--- src/rtl/udma_crc_pkg.sv ---
package udma_crc_pkg;
  typedef struct packed {
    logic seed;
    logic update;
    logic capture;
  } crcStrb_t;
endpackage

--- src/rtl/udma_crc_dp.sv ---
module udma_crc_dp
  import udma_crc_pkg::*;
#(
  parameter int DATA_W = 16,
  parameter int CRC_W  = 16,
  parameter logic [CRC_W-1:0] POLY = 16'h1021,
  parameter logic [CRC_W-1:0] SEED = 16'h4ABA
) (
  input  logic              clk,
  input  logic              rstN,
  input  crcStrb_t          strb,
  input  logic [DATA_W-1:0] wordData,
  output logic [CRC_W-1:0]  crcReg,
  output logic [CRC_W-1:0]  hostCrc,
  output logic              mismatch
);
  localparam int TOP = CRC_W - 1;

  // One XOR stage per data bit, MSB of the word first.
  for (genvar g = 0; g < DATA_W; g++) begin : g_bit
    logic [CRC_W-1:0] prevC;
    logic [CRC_W-1:0] nxt;
    logic             fb;
    if (g == 0) begin : g_first
      assign prevC = crcReg;
    end else begin : g_rest
      assign prevC = g_bit[g-1].nxt;
    end
    assign fb  = prevC[TOP] ^ wordData[DATA_W-1-g];
    assign nxt = {prevC[TOP-1:0], 1'b0} ^ (fb ? POLY : '0);
  end

  logic [CRC_W-1:0] crcStep;
  assign crcStep  = g_bit[DATA_W-1].nxt;
  assign mismatch = (wordData[CRC_W-1:0] != crcReg);

  always_ff @(posedge clk or negedge rstN) begin
    if (!rstN) begin
      crcReg  <= SEED;
      hostCrc <= '0;
    end else begin
      if (strb.seed)        crcReg <= SEED;
      else if (strb.update) crcReg <= crcStep;
      if (strb.capture)     hostCrc <= wordData[CRC_W-1:0];
    end
  end

  p_seed_r2: assert property (@(posedge clk) disable iff (!rstN)
    strb.seed |=> crcReg == SEED);
  p_hold_r5: assert property (@(posedge clk) disable iff (!rstN)
    (!strb.seed && !strb.update) |=> $stable(crcReg));
  p_capture_r7: assert property (@(posedge clk) disable iff (!rstN)
    strb.capture |=> hostCrc == $past(wordData[CRC_W-1:0]));
endmodule

--- src/rtl/udma_crc_ctrl.sv ---
module udma_crc_ctrl
  import udma_crc_pkg::*;
(
  input  logic     clk,
  input  logic     rstN,
  input  logic     cmdStart,
  input  logic     burstStart,
  input  logic     wordValid,
  input  logic     dmackN,
  input  logic     mismatch,
  output crcStrb_t strb,
  output logic     crcErr,
  output logic     checkDone
);
  logic wvQ, dkQ, armed;

  always_comb begin
    strb.seed    = burstStart;
    strb.update  = wordValid & ~wvQ & ~dmackN & armed & ~burstStart;
    strb.capture = dmackN & ~dkQ & armed & ~burstStart;
  end

  always_ff @(posedge clk or negedge rstN) begin
    if (!rstN) begin
      wvQ       <= 1'b0;
      dkQ       <= 1'b1;
      armed     <= 1'b0;
      crcErr    <= 1'b0;
      checkDone <= 1'b0;
    end else begin
      wvQ       <= wordValid;
      dkQ       <= dmackN;
      checkDone <= strb.capture;
      crcErr    <= (crcErr & ~cmdStart) | (strb.capture & mismatch);
      if (burstStart)        armed <= 1'b1;
      else if (strb.capture) armed <= 1'b0;
    end
  end

  p_one_update_r4: assert property (@(posedge clk) disable iff (!rstN)
    strb.update |=> !strb.update);
  p_done_pulse_r7: assert property (@(posedge clk) disable iff (!rstN)
    checkDone |=> !checkDone);
  p_err_sticky_r8: assert property (@(posedge clk) disable iff (!rstN)
    (crcErr && !cmdStart) |=> crcErr);
  p_clear_r9: assert property (@(posedge clk) disable iff (!rstN)
    (cmdStart && !(strb.capture && mismatch)) |=> !crcErr);
  p_idle_release_r10: assert property (@(posedge clk) disable iff (!rstN)
    (!armed && !burstStart) |=> !checkDone);
endmodule

--- src/rtl/udma_burst_crc.sv ---
module udma_burst_crc
  import udma_crc_pkg::*;
#(
  parameter int DATA_W = 16,
  parameter int CRC_W  = 16,
  parameter logic [CRC_W-1:0] POLY = 16'h1021,
  parameter logic [CRC_W-1:0] SEED = 16'h4ABA
) (
  input  logic              clk,
  input  logic              rstN,
  input  logic              cmdStart,
  input  logic              burstStart,
  input  logic              wordValid,
  input  logic [DATA_W-1:0] wordData,
  input  logic              dmackN,
  output logic [CRC_W-1:0]  crcOut,
  output logic [CRC_W-1:0]  hostCrc,
  output logic              crcErr,
  output logic              checkDone
);
  crcStrb_t strb;
  logic     mismatch;

  udma_crc_ctrl u_ctrl (
    .clk(clk), .rstN(rstN), .cmdStart(cmdStart), .burstStart(burstStart),
    .wordValid(wordValid), .dmackN(dmackN), .mismatch(mismatch),
    .strb(strb), .crcErr(crcErr), .checkDone(checkDone)
  );

  udma_crc_dp #(.DATA_W(DATA_W), .CRC_W(CRC_W), .POLY(POLY), .SEED(SEED)) u_dp (
    .clk(clk), .rstN(rstN), .strb(strb), .wordData(wordData),
    .crcReg(crcOut), .hostCrc(hostCrc), .mismatch(mismatch)
  );
endmodule

--- config.mk ---
export PLATFORM = sky130hd
export DESIGN_NAME = udma_burst_crc
export DESIGN_NICKNAME = d
export VERILOG_FILES = /design/src/rtl/udma_crc_pkg.sv /design/src/rtl/udma_crc_dp.sv /design/src/rtl/udma_crc_ctrl.sv /design/src/rtl/udma_burst_crc.sv
export SDC_FILE = /design/constraint.sdc
export NUM_CORES = 1
export LEC_CHECK = 0
export BUFFER_PORTS_ARGS = -buffer_cell sky130_fd_sc_hd__buf_2
export CAP_MARGIN = 20
export CORE_MARGIN = 2
export CORE_UTILIZATION = 30
export CTS_BUF_LIST = sky130_fd_sc_hd__clkbuf_4
export DETAILED_ROUTE_END_ITERATION = 6
export PLACE_DENSITY = 0.55
export SYNTH_ARGS = -nofsm -noshare
export SYNTH_HDL_FRONTEND = slang
export SYNTH_SLANG_ARGS = --single-unit
export TNS_END_PERCENT = 100
--- constraint.sdc ---
create_clock -name clk -period 2.5 [get_ports clk]
set_input_delay 0.125 -clock clk [delete_from_list [all_inputs] [get_ports clk]]
set_output_delay 0.125 -clock clk [all_outputs]
set_load 0.02 [all_outputs]
Yosys cells after proc, flatten, opt, wreduce, memory -nomap -nowiden
Cells that the tools add are included.
{"block": "word_totals", "register_bits": 37, "inputBits": 22, "romBits": 0, "output_inout_bits": 34, "memories": 0, "word_cells": 77, "latch_bits": 0, "ramBits": 0}
{"block": "classes", "eq_ne": 1, "add_sub_neg": 0, "muxes": 20, "n_mul": 0, "order_cmp": 0, "reduce_logical": 2, "shifts": 0, "div": 0, "bitwise_logic": 47}
{"cell": "$xor 16x16->16", "n": 16}
{"cell": "$mux 13", "n": 16}
{"cell": "$mux 16", "n": 2}
{"cell": "$ne 16x16->1", "n": 1}
{"cell": "$xor 1x1->1", "n": 16}
{"cell": "$and 1x1->1", "n": 9}
{"cell": "$not 1->1", "n": 5}
{"cell": "$reduce_bool 2->1", "n": 2}
{"cell": "$mux 1", "n": 2}
{"cell": "$or 1x1->1", "n": 1}

Depth between registers and ports, before layout
Gate-level depths: netlist of run 1.
{"block": "logic_depth", "ltp_word": 50, "depth_mapped": 6}

Modules after synthesis
From an unflattened synthesis of run 1, not the netlist that was laid out.
{"block": "unflattened", "hier_cells": 168, "hier_area_um2": 2009.4}
{"module": "udma_crc_dp", "cells_each": 155, "seq_area_each_um2": 810.8, "area_each_um2": 1820.5, "n_inst": 1}
{"module": "udma_crc_ctrl", "cells_each": 13, "seq_area_each_um2": 126.4, "area_each_um2": 188.9, "n_inst": 1}

Worst setup path after synthesis of run 1
OpenSTA, ideal clock, no wires.
{"block": "synth_path", "path_kind": "register to register", "from": "register u_dp.crcReg[11]", "to": "register u_dp.crcReg[12]", "setup_time_ps": 125, "path_stages_with_launch": 7, "arrival_ps": 2149, "slack_ps": 226, "required_time_ps": 2375, "period_less_slack_ps": 2274, "cell_sequence": "dfstp_2 xnor2_1 xnor3_2 xor2_1 or2_2 mux2i_1 mux2_2"}
{"block": "synth_between", "elab_chain_cells": 22, "word_cells_on_any_way": 24}
{"element": "start, declared", "line_no": "udma_crc_dp.sv:13", "rtl": "output logic [CRC_W-1:0] crcReg,"}
{"element": "start signal, assigned", "line_no": "udma_crc_dp.sv:43", "rtl": "else if (strb.update) crcReg <= crcStep;"}
{"element": "$xor 16x16->16 (*) (4 in series)", "line_no": "udma_crc_dp.sv:30", "rtl": "assign nxt = {prevC[TOP-1:0], 1'b0} ^ (fb ? POLY : '0);"}
{"element": "$xor 1x1->1 (*)", "line_no": "udma_crc_dp.sv:29", "rtl": "assign fb = prevC[TOP] ^ wordData[DATA_W-1-g];"}
{"element": "$mux 13 (*)", "line_no": "udma_crc_dp.sv:30"}
{"element": "$xor 16x16->16 (*) (4 in series)", "line_no": "udma_crc_dp.sv:30"}
{"element": "$xor 1x1->1 or $xor 16x16->16 (tied branches)", "line_no": "udma_crc_dp.sv:29, udma_crc_dp.sv:30"}
{"element": "$mux 13 or $xor 16x16->16 (tied branches)", "line_no": "udma_crc_dp.sv:30"}
{"element": "$xor 16x16->16 (*) (8 in series)", "line_no": "udma_crc_dp.sv:30"}
{"element": "$mux 16 (*)", "line_no": "udma_crc_dp.sv:43"}
{"element": "$mux 16 (*)", "line_no": "udma_crc_dp.sv:42", "rtl": "if (strb.seed) crcReg <= SEED;"}
Mark *: on every way between the ends. The rest lies on a longest branch, timed or not. The select of a mux whose other input is x is not followed.
A chain may end at the register's enable or synchronous reset.

Final worst setup path of run 1
Ends and elaborated chain as after synthesis.

==> results.toml, run 1 <==
[outcome]
outcome = "finished, final reports clean"

[grt]
grt_max_degree = 38
use_met3_pct = 3.905
gr-usage-met2_pct = 20.44
grt_overflow = 0
grt_usage_pct = 13.42
met1_usage_pct = 18.47
grt-busiest-layer = "met2"
antenna_found_initial = 0
grt_pass1_vias = 1449
grt_pass1_wl_mm = 7.576

[die]
die_w_um = 86.28
dieArea_um2 = 7443
initial_core_util_pct = 31.44
coreArea_um2 = 6459
io_pins = 56
die_y_um = 86.28
row_count = 29

[detailed_routing]
drc_errors = 0
vias_per_cell = 4.524
drtIter0Drc = 48
dr.pass1.iters = 3
postRouteAntennaNets = 0
wirelength_mm = 4.661
wl_per_cell_um = 14.80
vias = 1425

[logic_synthesis]
netlist_area_um2 = 2031
ys_types = 34
synth_area_leaders = "dfrtp_1 (35%), xnor2_1 (14%), dfstp_2 (12%), mux2_2 (9.4%), xor2_1 (4.3%)"
yosysTopAreaCell = "dfrtp_1"
syn-num-nets = 192
synth.ff_latch_count = 37
syn_avg_cell_area_um2 = 11.95
yosys_warnings = 0
synthArstFlopShare_pct = 100.0
ys_seq_area_share_pct = 46.15
netlist.area_leader.share_pct = 34.50
synthCells = 170
ys.flop_type = "dfrtp_1"
synth_edf_count = 0

[power_and_ir_drop]
power.switching_mw = 0.7898
ir_drop_mv = 0.3108
pwr-share-comb_pct = 48.7
power.share.clock_pct = 15.7
power.share.sequential_pct = 35.6
leakage_nw = 1.110
intPower_mw = 1.313
switching_share_pct = 37.56
power_density_nw_per_um2 = 828.8

[sta]
fin_crit_ns = 2.298
whs_ns = 0.03782
slew_viol_final = 0
rsz0062_at_grt = "false"
finClkSkew_ns = 0.007673
setup_viol = 0
setup_tns_ns = 0
timing.fmax_ghz = 0.4351
min_period_over_period_pct = 91.93
relSlewSlack_pct = 43.92
worst_pin_slew_ns = 0.8413
hold_viol = 0

[critical_path]
cp_max_fo = 4
arrival_ns = 2.54
worstPathRequired_ns = 2.74
end_kind = "register"
path_class = "register to register"
critPathTopFamily = "XOR/XNOR gates"
slowest_delay_ns = 0.57
path_buf_inv = 0
start_kind = "register"
cp_cell_sequence = "xnor2_1 -> xnor3_2 -> xor2_1 -> or2_2 -> mux2i_1 -> mux2_2"
crit_slowest_cell = "dfstp_2"

[cts]
clock_latency_ns = 0.34
postCtsSetupRepairBufs = 0
cts_buffers = 5
cts_sinks = 37
cts_tree = "yes"
clockRootBuffer = "clkbuf_4"
htree_levels = 2
clock_path_buffers = 2
clkTransAtPathRegs_ns = 0.11

[layout]
diodes = 0
final_cell_mix = "buf_2 (55), xnor2_1 (33), dfrtp_1 (28)"
nNetsFinal = 259
final_common_cell = "buf_2"
stdcell_area_um2 = 2537
areaGrowthSynthToFinish_pct = 24.95
num-fill-cells = 661
drive_gt1_share_pct = 44.96

[place]
postPlaceCellArea_um2 = 2441
io_buffers = 55
dp_hpwl_mm = 3.536
gp_congestion = 0.8290

[worst_hold_path]
hold_class = "input port to register"

[flow_run]
max-cap-violations = 0
## cells by family after synthesis
logic type | after synthesis | share of synthesized area [%]
XOR/XNOR | 51 | 26.56
flip-flops | 37 | 46.15
AO/OA/AOI/OAI | 18 | 5.237
multiplexers | 18 | 9.920
buffers and inverters | 8 | 1.478
AND/OR/NAND/NOR | 38 | 10.66
## final timing paths
path	startpoint	endpoint	slack, ns	depth (start not counted)
max	u_dp.crcReg[11]$_DFFE_PN1P_	u_dp.crcReg[12]$_DFFE_PN0P_	0.20	6
min	wordData[1]	u_dp.hostCrc[1]$_DFFE_PN0P_	0.04	2
max reg2reg	u_dp.crcReg[11]$_DFFE_PN1P_	u_dp.crcReg[12]$_DFFE_PN0P_	0.20	6
min reg2reg	u_dp.hostCrc[2]$_DFFE_PN0P_	u_dp.hostCrc[2]$_DFFE_PN0P_	0.51	1
max in group asynchronous	rstN	u_dp.hostCrc[3]$_DFFE_PN0P_	1.56	2
min in group asynchronous	rstN	u_ctrl.checkDone$_DFF_PN0_	0.41	2
## cells in the mapped netlist (all sizes together), types with 2 or more instances
library cell   n
xnor2         38
a211oi         3
or3            3
xnor3          3
nand4          3
mux2          17
nand3b         2
o21ai          7
nand2          6
nor3           6
clkbuf         6
or3b           3
a21oi          5
dfstp          9
nor2           8
dfrtp         28
xor2          10
## power groups by stage
stage | Combinational (mW) | Sequential (mW) | Clock, mW
after CTS | 1.04 | 0.750 | 0.350
after floorplan | 0.621 | 0.869 | 0
after global placement | 1.02 | 0.758 | 0
final | 1.02 | 0.748 | 0.330
after detailed placement | 1.03 | 0.761 | 0
after global routing | 1.11 | 0.761 | 0.367
## routing by layer
layer  up-vias  wire length, µm
met5         -                0
met4         0               52
met3         4              224
met2        36             2112
met1       670             2272
li1        715                -
## cell type report
type	instances	area [µm²]	share of cell area, %
clock inverters	1	3.754	0.1479
flip-flops and latches	37	937.1	36.93
clock buffers	7	52.55	2.071
inverters	1	3.754	0.1479
multi-input cells	125	1069	42.11
repair buffers	67	375.4	14.79
well taps	77	96.34	3.797
## flip-flops by register name, summed over array words and instances, names as in the netlist
name	cells
u_dp.hostCrc	16
u_ctrl.wvQ	1
u_dp.crcReg	16
u_ctrl.checkDone	1
u_ctrl.crcErr	1
u_ctrl.armed	1
u_ctrl.dkQ	1
## worst reg2reg max path, delay by kind of cell, from the launching register on
kind	cells	cell delay, ns
xor gates and xnor gates	3	0.87
and+or+nand+nor	1	0.27
DFF	1	0.57
muxes	2	0.49
## timing repair
item,CTS,global route
gates resized for setup,0,0
hold buffers,4,0
endpoints found under the hold margin,31,0
## through the flow
stage	std cells	utilization, %	total power [mW]	setup slack, ns
2_1_floorplan	170	-	1.490	0.2262
3_3_place_gp	303	37.80	1.781	0.2556
3_5_place_dp	303	37.80	1.786	0.2094
4_1_cts	315	39.29	2.137	0.1918
5_1_grt	315	39.29	2.241	0.07261
6_report	315	39.29	2.103	0.2018
Power figures use the tool's default switching activity.
==> run 2, diff against run 1 <==
CORE_UTILIZATION = 51   (was 30)
CTS_BUF_LIST = sky130_fd_sc_hd__clkbuf_2 sky130_fd_sc_hd__clkbuf_4 sky130_fd_sc_hd__clkbuf_8   (was sky130_fd_sc_hd__clkbuf_4)
PLACE_DENSITY = 0.82   (was 0.55)
==> run 2 against run 1 <==
Die area fell by 40%; clock skew hardly changed; clock power is 40% higher; non-clock buffer count down 3; core utilization is 28 points higher; first-iteration DRC count grew 100%; combinational power is essentially flat; sequential share of layout area rose by 0.13 points; highest routed layer unchanged; setup slack worse by 0.018 ns.
==> results.toml, run 2 (same netlist as run 1, synthesis figures left out) <==
[die]
coreArea_um2 = 3744
io_pins = 56
dieArea_um2 = 4502
row_count = 22
die_y_um = 67.10
die_w_um = 67.10
initial_core_util_pct = 54.24

[critical_path]
slowest_delay_ns = 0.45
path_class = "register to register"
arrival_ns = 2.49
end_kind = "register"
cp_max_fo = 4
worstPathRequired_ns = 2.67
cp_cell_sequence = "xnor2_2 -> xnor2_1 -> xnor2_2 -> xor2_1 -> mux2i_1 -> mux2_2"
crit_slowest_cell = "xnor2_1"
critical_path.most_common_cell = "xnor2_2"
start_kind = "register"

[grt]
grt_pass1_vias = 1511
antenna_found_initial = 0
grt_usage_pct = 22.51
grt_overflow = 0
grt_pass1_wl_mm = 7.307
grt_max_degree = 38

[cts]
clockRootBuffer = "clkbuf_8"
clock_latency_ns = 0.29
cts_tree = "yes"
cts_buffers = 5
clock_path_buffers = 2
clkTransAtPathRegs_ns = 0.08
htree_levels = 2
cts_sinks = 37

[sta]
min_period_over_period_pct = 92.63
fin_crit_ns = 2.316
slew_viol_final = 0
finClkSkew_ns = 0.007200
timing.fmax_ghz = 0.4318
setup_viol = 0
relSlewSlack_pct = 45.67
worst_pin_slew_ns = 0.8150
hold_viol = 0
rsz0062_at_grt = "false"
setup_tns_ns = 0
whs_ns = 0.009225
setup_slack_ns = 0.1843

[layout]
nNetsFinal = 256
drive_gt1_share_pct = 45.53
diodes = 0
areaGrowthSynthToFinish_pct = 24.52
stdcell_area_um2 = 2529
final_common_cell = "buf_2"
top_regs = "u_dp.crcReg (16), u_dp.hostCrc (16)"
final_cell_mix = "buf_2 (55), xnor2_1 (32), dfrtp_1 (28)"

[place]
postPlaceCellArea_um2 = 2390
dp_hpwl_mm = 3.308
gp_congestion = 0.9258
io_buffers = 55
post-place-ws_ns = 0.1364

[detailed_routing]
drtIter0Drc = 96
vias = 1498
wl_per_cell_um = 15.77
postRouteAntennaNets = 0
wirelength_mm = 4.464
drc_errors = 0
dr.pass1.iters = 4
vias_per_cell = 5.293

[flow_run]
max-cap-violations = 0

[power_and_ir_drop]
leakage_nw = 1.121
total_power_mw = 2.203
ir_drop_mv = 0.5088
power_density_nw_per_um2 = 871.2

[outcome]
outcome = "finished, final reports clean"

[worst_hold_path]
hold_class = "input port to register"
==> run 2: cell count changes in the layout (fill, tap and decap cells not counted), sizes merged <==
cell and delta:
buf -2, dlygate4sd3 -1
==> run 2: final cells by class <==
type / count / area (µm²)
fillers: 283 / 1215
multi-input cells: 125 / 1076
flip-flops and latches: 37 / 937.1
repair buffers: 64 / 350.3
clock buffers: 7 / 96.34
well taps: 48 / 60.06
clock inverters: 1 / 5.005
inverters: 1 / 3.754
==> run 2: metal layers <==
layer | vias to the layer above | global-route usage, % | share of wire, %
li1 | 710 | - | -
met1 | 732 | 29.68 | 46
met2 | 47 | 35.27 | 47
met3 | 9 | 5.743 | 5.4
met4 | 0 | 9.439 | 2.0
met5 | - | 0 | 0
==> run 2: repair_timing <==
item,CTS,global route
setup endpoints to repair,0,1
hold endpoints to repair,30,0
hold buffers,3,0
resized for setup,0,1
buffers inserted,0,0
==> run 2: final timing paths <==
| path | slack, ns | startpoint | endpoint | cells after the start |
|---|---|---|---|---|
| min | 0.009 | cmdStart | u_ctrl.crcErr$_DFF_PN0_ | 2 |
| max reg2reg | 0.18 | u_dp.crcReg[12]$_DFFE_PN0P_ | u_dp.crcReg[12]$_DFFE_PN0P_ | 6 |
| min in group asynchronous | 0.46 | rstN | u_ctrl.checkDone$_DFF_PN0_ | 2 |
| min reg2reg | 0.50 | u_dp.hostCrc[6]$_DFFE_PN0P_ | u_dp.hostCrc[6]$_DFFE_PN0P_ | 1 |
| max | 0.18 | u_dp.crcReg[12]$_DFFE_PN0P_ | u_dp.crcReg[12]$_DFFE_PN0P_ | 6 |
| max in group asynchronous | 1.52 | rstN | u_dp.hostCrc[7]$_DFFE_PN0P_ | 2 |
==> run 2: through the flow <==
stage | util, % | cells
4_1_cts | 67.35 | 283
2_1_floorplan | - | 170
6_report | 67.55 | 283
5_1_grt | 67.55 | 283
3_3_place_gp | 63.84 | 272
3_5_place_dp | 63.84 | 272
==> run 2: power by group <==
part | internal (mW) | total, mW | switching, mW | leakage, nW
clock network | 0.249 | 0.461 | 0.212 | 0.0542
logic | 0.464 | 0.989 | 0.525 | 0.624
registers | 0.697 | 0.753 | 0.0560 | 0.443
==> run 2: worst max-delay path, delay by kind of cell, from the launching register on <==
family / cells / cell delay [ns]
XOR/XNOR: 4 / 1.19
multiplexers: 2 / 0.59
flip-flops: 1 / 0.43
==> run 3, diff against run 2 <==
--- a/config.mk
+++ b/config.mk
@@ -11,6 +11,7 @@
 export CORE_UTILIZATION = 51
 export CTS_BUF_LIST = sky130_fd_sc_hd__clkbuf_2 sky130_fd_sc_hd__clkbuf_4 sky130_fd_sc_hd__clkbuf_8
+export CTS_CLUSTER_DIAMETER = 80
 export DETAILED_ROUTE_END_ITERATION = 6
-export PLACE_DENSITY = 0.82
+export PLACE_DENSITY_LB_ADDON = 0.25
 export SYNTH_ARGS = -nofsm -noshare
 export SYNTH_HDL_FRONTEND = slang
==> constraint.sdc (replaced) <==
create_clock -name clk -period 2.5 [get_ports clk]
set_input_delay 0.125 -clock clk [delete_from_list [all_inputs] [get_ports clk]]
set_output_delay 0.125 -clock clk [all_outputs]
set_load 0.005 [all_outputs]
==> run 3 against run 2 <==
Global-route usage down 0.12 points; critical path depth unchanged; register-to-register slack worse by 0.04 ns; first-iteration DRC count is 44% lower; fmax is 1.7% lower; die area unchanged; total power is 5.9% lower; critical endpoint unchanged; largest power group unchanged.
==> results.toml, run 3 (same netlist as run 1, synthesis figures left out) <==
[detailed_routing]
drc_errors = 0
wirelength_mm = 4.620
dr.pass1.iters = 4
wl_per_cell_um = 16.38
vias_per_cell = 5.252
vias = 1481
postRouteAntennaNets = 0
drtIter0Drc = 54

[cts]
cts_tree = "yes"
clock_path_buffers = 2
cts_buffers = 5
clock_latency_ns = 0.29
clkTransAtPathRegs_ns = 0.07
clockRootBuffer = "clkbuf_8"
htree_levels = 2
postCtsSetupRepairBufs = 0
cts_sinks = 37

[power_and_ir_drop]
power.share.clock_pct = 20.8
power_density_nw_per_um2 = 826.0
switching_share_pct = 33.75
ir_drop_mv = 0.4792
power.share.sequential_pct = 36.4
pwr-share-comb_pct = 42.8
leakage_nw = 1.112
intPower_mw = 1.374
power.switching_mw = 0.7001

[critical_path]
worstSetupStartpoint = "u_dp.crcReg[12]$_DFFE_PN0P_"
cp_cell_sequence = "xnor2_1 -> xnor2_1 -> xnor2_2 -> xor2_1 -> mux2i_1 -> mux2_2"
path_class = "register to register"
path_buf_inv = 0
end_kind = "register"
start_kind = "register"
crit_slowest_cell = "dfrtp_1"
worstPathRequired_ns = 2.67
critPathTopFamily = "XOR/XNOR gates"
critical_path.most_common_cell = "xnor2_1"
slowest_delay_ns = 0.42
cp_max_fo = 4
arrival_ns = 2.53
timing.rr.start = "u_dp.crcReg[12]$_DFFE_PN0P_"

[grt]
antenna_found_initial = 0
grt_overflow = 0
grt_pass1_vias = 1494
grt_usage_pct = 22.39
grt_pass1_wl_mm = 7.141
grt_max_degree = 38

[sta]
worst_pin_slew_ns = 0.8386
relSlewSlack_pct = 44.10
min_period_over_period_pct = 94.20
fin_crit_ns = 2.355
rsz0062_at_grt = "false"
setup_slack_ns = 0.1450
hold_viol = 0
finClkSkew_ns = 0.007379
setup_tns_ns = 0
setup_viol = 0
slew_viol_final = 0
timing.fmax_ghz = 0.4246

[layout]
fin_util_pct = 67.08
areaGrowthSynthToFinish_pct = 23.66
nNetsFinal = 255
fin_cells = 282
num-fill-cells = 319
stdcell_area_um2 = 2511
final_cell_mix = "buf_2 (55), xnor2_1 (32), dfrtp_1 (28)"
drive_gt1_share_pct = 45.30
diodes = 0
top_regs = "u_dp.crcReg (16), u_dp.hostCrc (16)"
final_common_cell = "buf_2"

[place]
dp_hpwl_mm = 3.529
dp_cells = 271
io_buffers = 55
postPlaceCellArea_um2 = 2382
post-place-ws_ns = 0.1655
gp_congestion = 0.8969

[flow_run]
max-cap-violations = 0

[outcome]
outcome = "finished, final reports clean"

[die]
io_pins = 56
die_w_um = 67.10
die_y_um = 67.10
row_count = 22
dieArea_um2 = 4502
initial_core_util_pct = 54.24
coreArea_um2 = 3744

[worst_hold_path]
hold_class = "input port to register"
min_from = "cmdStart"
[run 3: power groups by stage]
stage	clock, mW	sequential (mW)	combinational (mW)
floorplan	0	0.769	0.622
global placement	0	0.755	0.872
detailed placement	0	0.766	0.883
CTS	0.449	0.755	0.893
global route	0.467	0.766	0.959
finish	0.431	0.755	0.888
[run 3: stage by stage]
stage | power (mW) | hold slack, ns
global placement | 1.627 | 0.2507
floorplan | 1.391 | -0.1706
detailed placement | 1.649 | 0.2654
finish | 2.074 | 0.02102
global route | 2.193 | 0.02156
CTS | 2.097 | 0.01399
[run 3: cell type report]
cell class	count	area, µm²	share of cell area (%)
Clock buffer	8	91.34	3.637
Inverter	1	3.754	0.1495
Multi-Input combinational cell	125	1076	42.85
Sequential cell	37	937.1	37.32
Tap cell	48	60.06	2.392
Timing Repair Buffer	63	342.8	13.65
[run 3: worst paths after layout]
kind	endpoint	cells past startpoint	slack [ns]
setup / recovery	u_dp.crcReg[12]$_DFFE_PN0P_	6	0.14
hold / removal	u_ctrl.crcErr$_DFF_PN0_	2	0.02
setup reg to reg	u_dp.crcReg[12]$_DFFE_PN0P_	6	0.14
hold reg to reg	u_dp.hostCrc[5]$_DFFE_PN0P_	1	0.50
max in group asynchronous	u_dp.hostCrc[5]$_DFFE_PN0P_	2	1.50
min in group asynchronous	u_dp.hostCrc[15]$_DFFE_PN0P_	2	0.48
[run 3: repair_timing]
action	in CTS	in global routing
setup endpoints to repair	0	1
hold buffers	3	0
gates resized for setup	0	1
hold endpoints to repair	30	0
[run 3: routing by layer]
metal / GRT usage (%) / vias up / part of all wire [%]
li1: - / 713 / -
met1: 25.32 / 709 / 42
met2: 38.24 / 49 / 50
met3: 4.899 / 10 / 5.7
met4: 13.78 / 0 / 2.3
met5: 0 / - / 0
